File: config.mk
export PLATFORM = sky130hd
export DESIGN_NAME = link_bringup_seq
export DESIGN_NICKNAME = d
export VERILOG_FILES = /design/src/rtl/link_bringup_seq.sv
export SDC_FILE = /design/constraint.sdc
export NUM_CORES = 1
export LEC_CHECK = 0
export BUFFER_PORTS_ARGS = -buffer_cell sky130_fd_sc_hd__buf_2
export CAP_MARGIN = 20
export CORE_MARGIN = 2
export CORE_UTILIZATION = 63
export CTS_BUF_LIST = sky130_fd_sc_hd__clkbuf_4 sky130_fd_sc_hd__clkbuf_8
export CTS_CLUSTER_DIAMETER = 100
export DETAILED_ROUTE_END_ITERATION = 16
export PLACE_DENSITY_LB_ADDON = 0.05
export SYNTH_ARGS = -nofsm -noshare
export SYNTH_HDL_FRONTEND = slang
export SYNTH_SLANG_ARGS = --single-unit
File: constraint.sdc
create_clock -name clk -period 3.2 [get_ports clk]
set_clock_uncertainty 0.15 [all_clocks]
set_input_delay 0.32 -clock clk [delete_from_list [all_inputs] [get_ports clk]]
set_output_delay 0.32 -clock clk [all_outputs]
set_load 0.02 [all_outputs]
File: src/rtl/link_bringup_seq.sv
module link_bringup_seq #(
  parameter int unsigned CLK_PER_US  = 100,
  parameter int unsigned PLL_HOLD_US = 10000,
  parameter int unsigned STEP_US     = 1000,
  parameter int unsigned RST_US      = 10000,
  parameter int unsigned REMOTE_US   = 100000
) (
  input  logic clk,
  input  logic rst,
  input  logic start_i,
  input  logic link_detect_i,
  output logic pll_pwrdn_o,
  output logic pll_bypass_o,
  output logic phy_rst_o,
  output logic core_rst_o,
  output logic remote_rst_n_o,
  output logic train_en_o,
  output logic done_o,
  output logic absent_o
);
  localparam int unsigned C_PLL  = PLL_HOLD_US * CLK_PER_US;
  localparam int unsigned C_STEP = STEP_US * CLK_PER_US;
  localparam int unsigned C_RST  = RST_US * CLK_PER_US;
  localparam int unsigned C_REM  = REMOTE_US * CLK_PER_US;
  localparam int unsigned C_A    = (C_PLL > C_STEP) ? C_PLL : C_STEP;
  localparam int unsigned C_B    = (C_RST > C_REM) ? C_RST : C_REM;
  localparam int unsigned C_MAX  = (C_A > C_B) ? C_A : C_B;
  localparam int unsigned CW     = $clog2(C_MAX + 1);

  localparam logic [CW-1:0] L_PLL  = CW'(C_PLL - 1);
  localparam logic [CW-1:0] L_STEP = CW'(C_STEP - 1);
  localparam logic [CW-1:0] L_RST  = CW'(C_RST - 1);
  localparam logic [CW-1:0] L_REM  = CW'(C_REM - 1);

  typedef enum logic [3:0] {
    ST_IDLE, ST_PLL, ST_PWRUP, ST_UNBYP, ST_PHYON, ST_COREON,
    ST_REMOTE, ST_PHYOFF, ST_COREOFF, ST_TRAIN, ST_SETTLE
  } st_t;

  st_t           st;
  logic [CW-1:0] cnt;
  wire           expired = (cnt == '0);

  always_ff @(posedge clk) begin
    if (rst) begin
      st             <= ST_IDLE;
      cnt            <= '0;
      pll_pwrdn_o    <= 1'b1;
      pll_bypass_o   <= 1'b1;
      phy_rst_o      <= 1'b1;
      core_rst_o     <= 1'b1;
      remote_rst_n_o <= 1'b0;
      train_en_o     <= 1'b0;
      done_o         <= 1'b0;
      absent_o       <= 1'b0;
    end else if (st == ST_IDLE) begin
      if (start_i) begin
        st           <= ST_PLL;
        cnt          <= L_PLL;
        pll_pwrdn_o  <= 1'b1;
        pll_bypass_o <= 1'b1;
        train_en_o   <= 1'b0;
        done_o       <= 1'b0;
        absent_o     <= 1'b0;
      end
    end else if (!expired) begin
      cnt <= cnt - 1'b1;
    end else begin
      unique case (st)
        ST_PLL:     begin st <= ST_PWRUP;   cnt <= L_STEP; pll_pwrdn_o    <= 1'b0; end
        ST_PWRUP:   begin st <= ST_UNBYP;   cnt <= L_STEP; pll_bypass_o   <= 1'b0; end
        ST_UNBYP:   begin st <= ST_PHYON;   cnt <= L_RST;  phy_rst_o      <= 1'b1; end
        ST_PHYON:   begin st <= ST_COREON;  cnt <= L_RST;  core_rst_o     <= 1'b1; end
        ST_COREON:  begin st <= ST_REMOTE;  cnt <= L_REM;  remote_rst_n_o <= 1'b0; end
        ST_REMOTE:  begin st <= ST_PHYOFF;  cnt <= L_RST;  phy_rst_o      <= 1'b0; end
        ST_PHYOFF:  begin st <= ST_COREOFF; cnt <= L_RST;  core_rst_o     <= 1'b0; end
        ST_COREOFF: begin st <= ST_TRAIN;   cnt <= '0;     train_en_o     <= 1'b1; end
        ST_TRAIN:   begin st <= ST_SETTLE;  cnt <= L_REM;  remote_rst_n_o <= 1'b1; end
        ST_SETTLE:  begin
          st       <= ST_IDLE;
          done_o   <= 1'b1;
          absent_o <= ~link_detect_i;
        end
        default:    st <= ST_IDLE;
      endcase
    end
  end

  a_r1_safe_after_reset: assert property (@(posedge clk) disable iff (rst)
    $past(rst) |-> (pll_pwrdn_o && pll_bypass_o && phy_rst_o && core_rst_o &&
                    !remote_rst_n_o && !train_en_o && !done_o && !absent_o));

  a_r3_bypass_after_pwrdn: assert property (@(posedge clk) disable iff (rst)
    !pll_bypass_o |-> !pll_pwrdn_o);

  a_r4_core_after_phy: assert property (@(posedge clk) disable iff (rst)
    $rose(core_rst_o) |-> phy_rst_o);

  a_r5_locals_held_in_remote: assert property (@(posedge clk) disable iff (rst)
    $fell(remote_rst_n_o) |-> (phy_rst_o && core_rst_o));

  a_r6_train_after_release: assert property (@(posedge clk) disable iff (rst)
    train_en_o |-> (!phy_rst_o && !core_rst_o));

  a_r7_remote_last: assert property (@(posedge clk) disable iff (rst)
    $rose(remote_rst_n_o) |-> train_en_o);

  a_r7_done_holds: assert property (@(posedge clk) disable iff (rst)
    (done_o && !start_i) |=> done_o);

  a_r9_ignore_busy: assert property (@(posedge clk) disable iff (rst)
    (st != ST_IDLE) |=> !$rose(pll_pwrdn_o));
endmodule

==> summary.txt <==
Die
  • Core area: 3363 µm²
  • Die height: 63.39 µm
  • Die width: 63.39 µm
  • Ports: 12
  • Row count: 21
  • Initial Util: 66.07%
  • Die Area: 4018 µm²

CTS
  • Post-CTS Setup Repair Bufs: 0
  • Clk sinks: 36
  • H-Tree Depth: 2
  • # hold bufs at CTS: 0
  • Maximum buffer depth of the clock tree: 2
  • Worst-skew pair later-pin latency: 0.36 ns
  • CTS tree: yes
  • CTS clock-pin slew for the worst setup and hold paths: 0.11 ns
  • CTS resizes: 0
  • CTS root buffer: clkbuf_4
  • Num CTS Buffers: 5

Synth
  • FF+latch count, synth: 36
  • Synth area leader: dfxtp_1
  • Yosys warns: 0
  • Post-Syn Nets: 299
  • Synth area leaders: dfxtp_1, nor2_1, a21oi_1
  • Synth cell types: 58
  • Synth Flop Type: dfxtp_1
  • Async S/R FF share, synth: 0%
  • Synth top area share: 32.43%
  • Post-synthesis sequential area ratio: 32.43%
  • EDFF count, synth: 0
  • Cell Area, Synth: 2222 µm²
  • Mapped Cells: 293
  • Mean Syn Cell Area: 7.584 µm²

Cells and area
  • Synth-to-layout area growth: 6.363%
  • Total Nets Final: 305
  • Most frequent cells in the layout: nor2_1, dfxtp_1, nand2_1, a21oi_1, nor3_1
  • Post-route cell area: 2364 µm²
  • Fillcell total: 309
  • Non-filler cells, final: 345
  • Fraction of layout cells with a size suffix above 1: 13.38%
  • Commonest non-fill, non-tap cell in the layout: nor2_1
  • Antenna diode count: 0

Detailed routing
  • Via count: 2249
  • Vias/cell: 6.519
  • Drt pass-1 iters: 4
  • Drt total wl: 5.468 mm
  • Iter 0 DRT Violations: 206
  • # DRC: 0
  • Avg WL per Cell: 15.85 µm
  • Antenna-violating nets left: 0

Placed design
  • Final GP Congestion: 0.9014
  • Detail Placement HPWL: 3.894 mm
  • Inst Count DP: 338
  • Placed instance area: 2313 µm²
  • IO buf count: 11

Timing
  • Unrepaired setup endpoints after global routing: false
  • Final critical-path required period: 2.873 ns
  • Min Hold Slack: 0.07923 ns
  • Max_slew headroom: 56.77%
  • Period utilization: 89.77%
  • Max Slew Vio Count: 0
  • Final hold vios: 0
  • Setup TNS: 0 ns
  • Final setup fails: 0
  • Max Clock Freq: 348.1 MHz
  • Least-Margin Pin Slew: 0.6435 ns

Worst setup path
  • CP Data Arrival Time: 2.97 ns
  • Critical path cell sequence: inv_1, ha_1, or4b_2, nor4b_2, and2_1, o21ai_0, a21oi_1, nor3_1
  • Startpoint types: flip-flop
  • Crit path max-delay cell type: or4b_2
  • Crit path kind: flip-flop to flip-flop
  • CP Data Required Time: 3.30 ns
  • Worst Setup End Kind: flip-flop
  • Max FO, Critical Path: 10
  • CP peak stage delay: 0.64 ns

Power and ir drop
  • Post-layout power: 1.093 mW
  • P_leak: 0.9127 nW
  • Pwr/cell area: 462.3 nW/µm²
  • VDD IR max: 0.0002882 V

Status
  • Outcome: completed

GRT
  • Antenna violations before repair: 0
  • Largest net degree at the start of global routing: 32
  • Gr usage total: 29.77%
  • Vias in the first global route: 2061
  • First-pass GRT wire length: 9.604 mm
  • Grt total ovfl: 0

Run
  • Number of max-cap violations: 0

Hold path
  • Worst Hold Class: input pin to flip-flop
[routing by layer]
metal / up-vias / part of all wire [%] / global-route usage, %
li1: 1110 / - / -
met3: 11 / 5.5 / 5.179
met1: 1065 / 45 / 39.57
met2: 63 / 47 / 47.89
met5: - / 0 / 0
met4: 0 / 2.1 / 11.96
[cell families after synthesis]
group,Yosys count,share of synthesized area [%]
and+or+nand+nor,137,32.71
DFF,36,32.43
AOI/OAI and AO/OA,84,25.96
buffers and inverters,28,5.180
muxes,3,1.408
adders and majority gates,2,1.126
xor gates and xnor gates,3,1.183
[worst paths after layout]
| check | from | endpoint | slack [ns] | cells after the start |
|---|---|---|---|---|
| setup reg to reg | cnt[0] | cnt[10] | 0.33 | 8 |
| hold reg to reg | pll_bypass_o | pll_bypass_o | 0.30 | 2 |
| setup / recovery | cnt[0] | cnt[10] | 0.33 | 8 |
| hold / removal | link_detect_i | absent_o | 0.08 | 3 |
[flip-flops by register name, indices dropped and copies added, names as in the netlist]
register and cells:
pll_bypass_o 1, st 4, done_o 1, absent_o 1, core_rst_o 1, phy_rst_o 1
cnt 24, train_en_o 1, pll_pwrdn_o 1, remote_rst_n_o 1
[area by class of cell]
cell class	instances	area (µm²)	area share, %
clock buffer	6	45.04	1.906
tap	46	57.56	2.435
sequential	36	720.7	30.49
clock inverter	1	5.005	0.2118
timing repair buffer	20	122.6	5.188
inverter	7	26.28	1.112
multi-input combinational	229	1386	58.66
[report_power, final]
group | leakage [nW] | switching (mW) | internal, mW
combinational | 0.586 | 0.196 | 0.120
sequential | 0.295 | 0.0532 | 0.481
clock | 0.0315 | 0.153 | 0.0893
total | 0.913 | 0.403 | 0.690
[critical path, delay by kind of cell (launching register included)]
family / cells / cell delay [ns]
fa+ha+maj: 1 / 0.13
flops: 1 / 0.35
buf+inv: 1 / 0.09
compound gates: 2 / 0.43
simple gates: 4 / 1.61
[synthesized netlist by cell type (3+ instances only)]
library cell   n
nor2_1        39
dfxtp_1       36
nand2_1       25
a21oi_1       24
nor3_1        20
clkbuf_1      15
nand3_1       10
o21ai_0        9
a31oi_1        8
nor4_1         8
a311oi_1       7
inv_1          7
a211oi_1       5
and3_1         5
buf_2          5
or4_1          4
a21o_1         3
and2_1         3
nor2b_1        3
o22ai_1        3
o31ai_1        3
[metrics by stage]
stage	setup WS [ns]	utilization, %
6_report	0.3273	70.28
3_5_place_dp	0.3924	68.79
3_3_place_gp	0.4705	68.79
4_1_cts	0.3822	70.28
2_1_floorplan	0.6728	-
5_1_grt	0.1283	70.28
(Power assumes the default switching activity.)
